--- src/rtl/gpio_irq_pkg.sv ---
package gpio_irq_pkg;

    localparam int WORD_W = 32;

    // Trigger pair encoding {select, invert}
    typedef enum logic [1:0] {
        TRIG_RISE = 2'b00,
        TRIG_FALL = 2'b01,
        TRIG_LOW  = 2'b10,
        TRIG_HIGH = 2'b11
    } trig_mode_e;

    function automatic int unsigned bank_count(input int unsigned pins);
        return (pins + WORD_W - 1) / WORD_W;
    endfunction

    function automatic int unsigned bank_bits(input int unsigned nbanks);
        return (nbanks > 1) ? $clog2(nbanks) : 1;
    endfunction

    // Number of implemented bits in bank b
    function automatic int unsigned bank_valid(input int unsigned pins, input int unsigned b);
        int unsigned rest;
        rest = pins - b * WORD_W;
        return (rest >= WORD_W) ? WORD_W : rest;
    endfunction

    function automatic logic trig_hit(input trig_mode_e mode, input logic cur, input logic prev);
        logic hit;
        case (mode)
            TRIG_RISE: hit = cur & ~prev;
            TRIG_FALL: hit = ~cur & prev;
            TRIG_LOW:  hit = ~cur;
            default:   hit = cur;
        endcase
        return hit;
    endfunction

endpackage

--- src/rtl/gpio_irq_sync.sv ---
module gpio_irq_sync #(
    parameter int WIDTH  = 95,
    parameter int STAGES = 2
) (
    input  logic             clk,
    input  logic             rst,
    input  logic [WIDTH-1:0] d_in,
    output logic [WIDTH-1:0] d_out
);
    logic [WIDTH-1:0] chain [STAGES];

    generate
        for (genvar s = 0; s < STAGES; s++) begin : g_stage
            always_ff @(posedge clk) begin
                if (rst) begin
                    chain[s] <= '0;
                end else if (s == 0) begin
                    chain[s] <= d_in;
                end else begin
                    chain[s] <= chain[(s == 0) ? 0 : s - 1];
                end
            end
        end
    endgenerate

    assign d_out = chain[STAGES-1];
endmodule

--- src/rtl/gpio_irq_detect.sv ---
module gpio_irq_detect
    import gpio_irq_pkg::*;
#(
    parameter int WIDTH = 95
) (
    input  logic             clk,
    input  logic             rst,
    input  logic [WIDTH-1:0] level,
    input  logic [WIDTH-1:0] sel,
    input  logic [WIDTH-1:0] inv,
    output logic [WIDTH-1:0] evt
);
    logic [WIDTH-1:0] prev_q;

    always_ff @(posedge clk) begin
        if (rst) prev_q <= '0;
        else     prev_q <= level;
    end

    generate
        for (genvar i = 0; i < WIDTH; i++) begin : g_pin
            trig_mode_e mode;
            assign mode   = trig_mode_e'({sel[i], inv[i]});
            assign evt[i] = trig_hit(mode, level[i], prev_q[i]);
        end
    endgenerate
endmodule

--- src/rtl/gpio_irq_bank.sv ---
module gpio_irq_bank
    import gpio_irq_pkg::*;
#(
    parameter int VALID_BITS = WORD_W
) (
    input  logic              clk,
    input  logic              rst,
    input  logic [WORD_W-1:0] evt,
    input  logic              clr_wr,
    input  logic              en_wr,
    input  logic [WORD_W-1:0] wdata,
    output logic [WORD_W-1:0] status_q,
    output logic [WORD_W-1:0] enable_q,
    output logic              pend
);
    localparam logic [WORD_W-1:0] VALID_MASK = {WORD_W{1'b1}} >> (WORD_W - VALID_BITS);

    logic [WORD_W-1:0] clr_mask;
    assign clr_mask = clr_wr ? wdata : '0;

    always_ff @(posedge clk) begin
        if (rst) begin
            status_q <= '0;
            enable_q <= '0;
        end else begin
            // a fresh event overrides a same-edge clear
            status_q <= ((status_q & ~clr_mask) | evt) & VALID_MASK;
            if (en_wr) enable_q <= wdata & VALID_MASK;
        end
    end

    assign pend = |(status_q & enable_q);
endmodule

--- src/rtl/gpio_irq_agg.sv ---
module gpio_irq_agg
    import gpio_irq_pkg::*;
#(
    parameter int NUM_PINS    = 95,
    parameter int SYNC_STAGES = 2,
    parameter int NUM_BANKS   = bank_count(NUM_PINS),
    parameter int BANK_W      = bank_bits(NUM_BANKS),
    parameter int ADDR_W      = BANK_W + 1
) (
    input  logic                clk,
    input  logic                rst,
    input  logic [NUM_PINS-1:0] pin_in,
    input  logic [NUM_PINS-1:0] trig_sel,
    input  logic [NUM_PINS-1:0] trig_inv,
    input  logic                reg_wr,
    input  logic                reg_rd,
    input  logic [ADDR_W-1:0]   reg_addr,
    input  logic [WORD_W-1:0]   reg_wdata,
    output logic [WORD_W-1:0]   reg_rdata,
    output logic                irq_out
);
    localparam int PAD_W = NUM_BANKS * WORD_W;

    logic [NUM_PINS-1:0] level_s;
    logic [NUM_PINS-1:0] evt;
    logic [PAD_W-1:0]    evt_pad;
    logic [PAD_W-1:0]    status_all;
    logic [PAD_W-1:0]    enable_all;
    logic [NUM_BANKS-1:0] bank_pend;
    logic                sel_enable;
    logic [BANK_W-1:0]   bank_idx;

    assign sel_enable = reg_addr[ADDR_W-1];
    assign bank_idx   = reg_addr[BANK_W-1:0];

    gpio_irq_sync #(.WIDTH(NUM_PINS), .STAGES(SYNC_STAGES)) u_sync (
        .clk   (clk),
        .rst   (rst),
        .d_in  (pin_in),
        .d_out (level_s)
    );

    gpio_irq_detect #(.WIDTH(NUM_PINS)) u_detect (
        .clk   (clk),
        .rst   (rst),
        .level (level_s),
        .sel   (trig_sel),
        .inv   (trig_inv),
        .evt   (evt)
    );

    always_comb begin
        evt_pad = '0;
        evt_pad[NUM_PINS-1:0] = evt;
    end

    generate
        for (genvar b = 0; b < NUM_BANKS; b++) begin : g_bank
            logic hit;
            assign hit = reg_wr && (int'(bank_idx) == b);
            gpio_irq_bank #(.VALID_BITS(bank_valid(NUM_PINS, b))) u_bank (
                .clk      (clk),
                .rst      (rst),
                .evt      (evt_pad[b*WORD_W +: WORD_W]),
                .clr_wr   (hit && !sel_enable),
                .en_wr    (hit && sel_enable),
                .wdata    (reg_wdata),
                .status_q (status_all[b*WORD_W +: WORD_W]),
                .enable_q (enable_all[b*WORD_W +: WORD_W]),
                .pend     (bank_pend[b])
            );
        end
    endgenerate

    always_ff @(posedge clk) begin
        if (rst) begin
            reg_rdata <= '0;
            irq_out   <= 1'b0;
        end else begin
            irq_out <= |bank_pend;
            if (reg_rd) begin
                if (int'(bank_idx) < NUM_BANKS) begin
                    reg_rdata <= sel_enable ? enable_all[int'(bank_idx)*WORD_W +: WORD_W]
                                            : status_all[int'(bank_idx)*WORD_W +: WORD_W];
                end else begin
                    reg_rdata <= '0;
                end
            end
        end
    end
endmodule

--- config.mk ---
export PLATFORM = sky130hd
export DESIGN_NAME = gpio_irq_agg
export DESIGN_NICKNAME = d
export VERILOG_FILES = /design/src/rtl/gpio_irq_pkg.sv /design/src/rtl/gpio_irq_sync.sv /design/src/rtl/gpio_irq_detect.sv /design/src/rtl/gpio_irq_bank.sv /design/src/rtl/gpio_irq_agg.sv
export SDC_FILE = /design/constraint.sdc
export NUM_CORES = 1
export LEC_CHECK = 0
export ABC_AREA = 1
export CAP_MARGIN = 25
export CORE_MARGIN = 4
export CORE_UTILIZATION = 40
export DETAILED_ROUTE_END_ITERATION = 10
export DONT_BUFFER_PORTS = 1
export GPL_TIMING_DRIVEN = 0
export PLACE_DENSITY = 0.61
export REMOVE_ABC_BUFFERS = 1
export SETUP_SLACK_MARGIN = 0.15
export SLEW_MARGIN = 20
export SYNTH_ARGS = -nofsm -noshare
export SYNTH_HDL_FRONTEND = slang
export SYNTH_HIERARCHICAL = 1
export SYNTH_SLANG_ARGS = --single-unit
--- constraint.sdc ---
create_clock -name clk -period 2 [get_ports clk]
set_input_delay 0.2 -clock clk [delete_from_list [all_inputs] [get_ports clk]]
set_output_delay 0.2 -clock clk [all_outputs]
set_load 0.02 [all_outputs]
# Yosys cells after proc, flatten, opt, wreduce, memory -nomap -nowiden
# Memories as Yosys holds them, arrays and structs flattened.
# Cells that the tools add are included.
# Widths: inputs -> output; s select.
# word_totals
regBits,318
mem_bits_rw,190
input_bits,324
output_inout_bits,33
n_memories,1
# op_classes
order_cmp,1
eq_ne,192
shift,2
muxes,105
n_bitwise,394
n_reduce_logical,107
# mem_list
memory,words,width,read_ports,rd_ports_with_merged_regs,write_ports,line_no,text
u_sync.chain,2,95,2,0,2,gpio_irq_sync.sv:10,logic [WIDTH-1:0] chain [STAGES];
# ops
operator,count
$pmux 1 s3,95
$eq 2x2->1 const B,97
$logic_not 2->1,96
$shiftx 96x8->32,2
$and 1x1->1,190
$eq 2x1->1 const B,95
$mux 95,2
$not 1->1,190
$and 32x32->32,4
$mux 32,4
$reduce_or 96->1,1
$not 32->32,2
$or 32x32->32,2
$and 31x31->31,2
$mux 31,1
$not 31->31,1
$or 31x31->31,1
$logic_and 1x1->1,9
$mux 1,3
$lt 2x2->1 const B,1
$or 1x1->1,2
$logic_not 1->1,1

# Depth between registers and ports, before layout
# logic_depth
word_depth,7
ltp_mapped,10
depth_no_buf,8

# Modules after synthesis
# Netlist, hierarchy kept.
# modules_own_cells
mod,instances,cells_each,area_each_um2,seq_area_each_um2
gpio_irq_detect,1,1721,8056.5,1901.8
gpio_irq_sync,1,591,5403.9,3803.6
gpio_irq_bank (g_bank[0].u_bank ...),2,337,2452.4,1281.2
gpio_irq_agg,1,702,3444.6,660.6
gpio_irq_bank (g_bank[2].u_bank),1,331,2489.9,1241.2

# Worst setup path before layout
# OpenSTA, ideal clock, no wires.
# synth_timing
path_kind,input to register
from,input port reg_addr[0]
to,register g_bank[0].u_bank.enable_q[10]
setup_time_ps,70
arrival_ps,1382
required_time_ps,1930
path_slack_ps,548
stages,8
path_buffers,3
path_cell_list,nor2_2 -> buf_2 -> inv_1 -> nor3_1 -> buf_6 -> buf_6 -> nand2_1 -> a21oi_1
# synth_between
elab_chain_cells,3
# synth_rtl
element,line_no,text
"start, declared",gpio_irq_agg.sv:17,"input logic [ADDR_W-1:0] reg_addr,"
$logic_not 2->1,gpio_irq_agg.sv:60,assign hit = reg_wr && (int'(bank_idx) == b);
$logic_and 1x1->1,gpio_irq_agg.sv:60,
$logic_and 1x1->1,gpio_irq_agg.sv:66,".en_wr (hit && sel_enable),"
"end signal, assigned",gpio_irq_bank.sv:28,if (en_wr) enable_q <= wdata & VALID_MASK;
"end, declared",gpio_irq_bank.sv:13,"output logic [WORD_W-1:0] enable_q,"
# Every way passes these cells.
# A chain may end at the register's enable or synchronous reset.

# Worst setup path after layout
# layout_timing
from,input port reg_addr[1]
to,register g_bank[0].u_bank.status_q[29]
# layout_between
elab_chain_cells,7
# layout_rtl
element,line_no,text
$logic_not 2->1,gpio_irq_agg.sv:60,
$logic_and 1x1->1,gpio_irq_agg.sv:60,
$logic_and 1x1->1,gpio_irq_agg.sv:65,".clr_wr (hit && !sel_enable),"
$mux 32,gpio_irq_bank.sv:19,assign clr_mask = clr_wr ? wdata : '0;
$not 32->32,gpio_irq_bank.sv:27,status_q <= ((status_q & ~clr_mask) | evt) & VALID_MASK;
$and 32x32->32,gpio_irq_bank.sv:27,
$or 32x32->32,gpio_irq_bank.sv:27,
"end signal, assigned",gpio_irq_bank.sv:27,
"end, declared",gpio_irq_bank.sv:12,"output logic [WORD_W-1:0] status_q,"
# Every way passes these cells.

==> flow_metrics.env <==
export IMPL_timing_rr_start="u_sync/chain[1][51]"
export IMPL_fmax_mhz=552
export IMPL_rsz0062_at_grt="no"
export IMPL_synthCells=4018
export IMPL_switching_power_mw=6.17
export IMPL_hold_slack_ns=-0.0237
export IMPL_clk_pin_slew_worst_paths_ns=0.06
export IMPL_gp_congestion=0.757
export IMPL_slew_violations=0
export IMPL_clkLatencyLatePin_ns=0.61
export IMPL_final_cell_mix="1404 x nand2_1, 899 x inv_1, 696 x nor2_1"
export IMPL_arrival_ns=2.30
export IMPL_core_area_um2=60200
export IMPL_start_util_pct=40.3
export IMPL_grt_pass1_wl_um=111000
export IMPL_final_util_pct=54.1
export IMPL_p_seq_share_pct=43.8
export IMPL_finalCriticalPeriod_ns=1.81
export IMPL_dpl_hpwl_um=45800
export IMPL_critPathMaxFanout=19
export IMPL_ys_warn_count=6
export IMPL_h_tree_depth=2
export IMPL_grt_pass1_vias=21800
export IMPL_wire_per_inst_um=13.4
export IMPL_setup_reg_to_reg_worst_slack_ns=0.36
export IMPL_cap_violations=0
export IMPL_die_w_um=254
export IMPL_worstPathRequired_ns=2.49
export IMPL_startpoint="reg_addr[1]"
export IMPL_worst_pin_slew_ns=1.50
export IMPL_rr_endpoint="g_bank[1].u_bank/status_q[19]"
export IMPL_drive_gt1_share_pct=3.46
export IMPL_synth_area_um2=24300
export IMPL_drt_iter0_markers=1213
export IMPL_area_growth_synth_to_final_pct=34.0
export IMPL_numCtsBuffers=58
export IMPL_hold_path_class="primary input to flip-flop"
export IMPL_end_kind="flip-flop"
export IMPL_status="complete, but fails checks"
export IMPL_placed_area_um2=24800
export IMPL_p_per_area_nw_per_um2=772
export IMPL_irDropWorstVdd_v=0.000812
export IMPL_final_nets=4878
export IMPL_dieHeight_um=254
export IMPL_p_comb_share_pct=11.7
export IMPL_hold_viol=6
export IMPL_skew_ns=0.0192
export IMPL_num_io_pins=357
export IMPL_hp_start="trig_sel[69]"
export IMPL_swShare_pct=24.5
export IMPL_startpoint_type="primary input"
export IMPL_mostFrequentLayoutCell="nand2_1"
export IMPL_min_path_cells=6
export IMPL_post_drt_via_cell_ratio=4.40
export IMPL_postLayoutCellArea_um2=32600
export IMPL_routed_wirelength_um=72400
export IMPL_area_sequential_um2=10200
export IMPL_setup_tns_final_ns=0
export IMPL_slew_headroom_pct=0.268
export IMPL_nFillCells=5758
export IMPL_path_class="primary input to flip-flop"
export IMPL_drc=0
export IMPL_intPower_mw=19.0
export IMPL_reg2reg_depth=8
export IMPL_dieArea_um2=64700
export IMPL_grt_remaining_overflow=0
export IMPL_violations="hold timing"
export IMPL_multiInputGateArea_um2=9920
export IMPL_cts_tree="yes"
export IMPL_whs_endpoint="g_bank[2].u_bank/status_q[5]"
export IMPL_grt_start_max_net_pins=509
export IMPL_clock_sinks=508
export IMPL_portBuffers=0
export IMPL_vias=23700
export IMPL_antenna_found_initial=9
export IMPL_setup_violations=0
export IMPL_cts_root_buf="clkbuf_16"
export IMPL_placementRows=90
export IMPL_power_leakage_nw=17.0
export IMPL_detail_route_antenna_nets=0
export IMPL_finalCritPeriodShare_pct=90.6
export IMPL_clkPwrFrac_pct=44.5
export IMPL_grtUsageTotal_pct=21.3
export IMPL_avgSynthCellArea_um2=6.05
export IMPL_cts_buffer_depth=3
export IMPL_dr_pass1_iters=8
-- worst max-delay path, stage by stage --
cell and delay, ns:
nor2_4 0.14, buf_16 0.19, inv_1 0.12, nor3_4 0.21, buf_6 0.18, buf_6 0.16
inv_1 0.16, o21ai_0 0.19, a21oi_1 0.09, dlygate4sd3_1 0.63
-- stage by stage --
stage	instances	power (mW)	hold slack [ns]	setup WS (ns)
after floorplan	3896	12.6	0.269	-1.88
after global placement	4678	13.1	0.307	-7.47
after detailed placement	4708	13.2	0.310	-0.952
after CTS	5337	25.2	-0.299	0.217
after global routing	5388	26.3	0.000101	0.158
final	5388	25.1	-0.0237	0.187
-- sequential cells by signal, indices dropped and copies added (netlist names) --
signal	cells
u_sync/chain	190
g_bank.u_bank/enable_q	95
g_bank.u_bank/status_q	95
u_detect/prev_q	95
reg_rdata	32
irq_out	1
-- cell type report --
| cell class | instances | area share (%) |
|---|---|---|
| antenna | 5 | 0.0384 |
| clock buffer | 89 | 5.34 |
| clock inverter | 18 | 0.864 |
| inverter | 908 | 10.5 |
| multi-input combinational | 2480 | 30.5 |
| sequential | 508 | 31.2 |
| tap | 782 | 3.00 |
| timing repair buffer | 598 | 18.5 |
-- worst max-delay path by stage --
stage / slack, ns / depth (start not counted) / end
finish: 0.19 / 10 / g_bank[0].u_bank/status_q[29]
detailed placement: -0.95 / 9 / g_bank[0].u_bank/enable_q[2]
global placement: -7.47 / 6 / g_bank[0].u_bank/enable_q[2]
floorplan: -1.88 / 6 / g_bank[0].u_bank/enable_q[0]
CTS: 0.22 / 9 / g_bank[0].u_bank/enable_q[26]
global route: 0.16 / 8 / g_bank[0].u_bank/enable_q[11]
-- power by group through the flow --
stage | clock [mW] | combinational, mW | sequential (mW)
after floorplan | 0 | 1.53 | 11.1
after global placement | 0 | 1.88 | 11.2
after detailed placement | 0 | 1.94 | 11.2
after CTS | 11.5 | 2.75 | 11.0
after global routing | 11.9 | 3.35 | 11.1
final | 11.2 | 2.94 | 11.0
-- routing by layer --
layer  GRT usage (%)  routed length, µm
met1            26.7              31400
met2            36.5              34000
met3            5.39               5200
met4            6.22               1710
met5               0                 57
-- timing repair --
| item | CTS | global route |
|---|---|---|
| hold endpoints to repair | 508 | 116 |
| gates resized for setup | 1 | 3 |
| setup buffers | 1 | 10 |
| hold buffers | 521 | 36 |
| pin swaps | 1 | 3 |
| endpoints found under the setup margin | 27 | 40 |
Power figures use the tool's default switching activity.
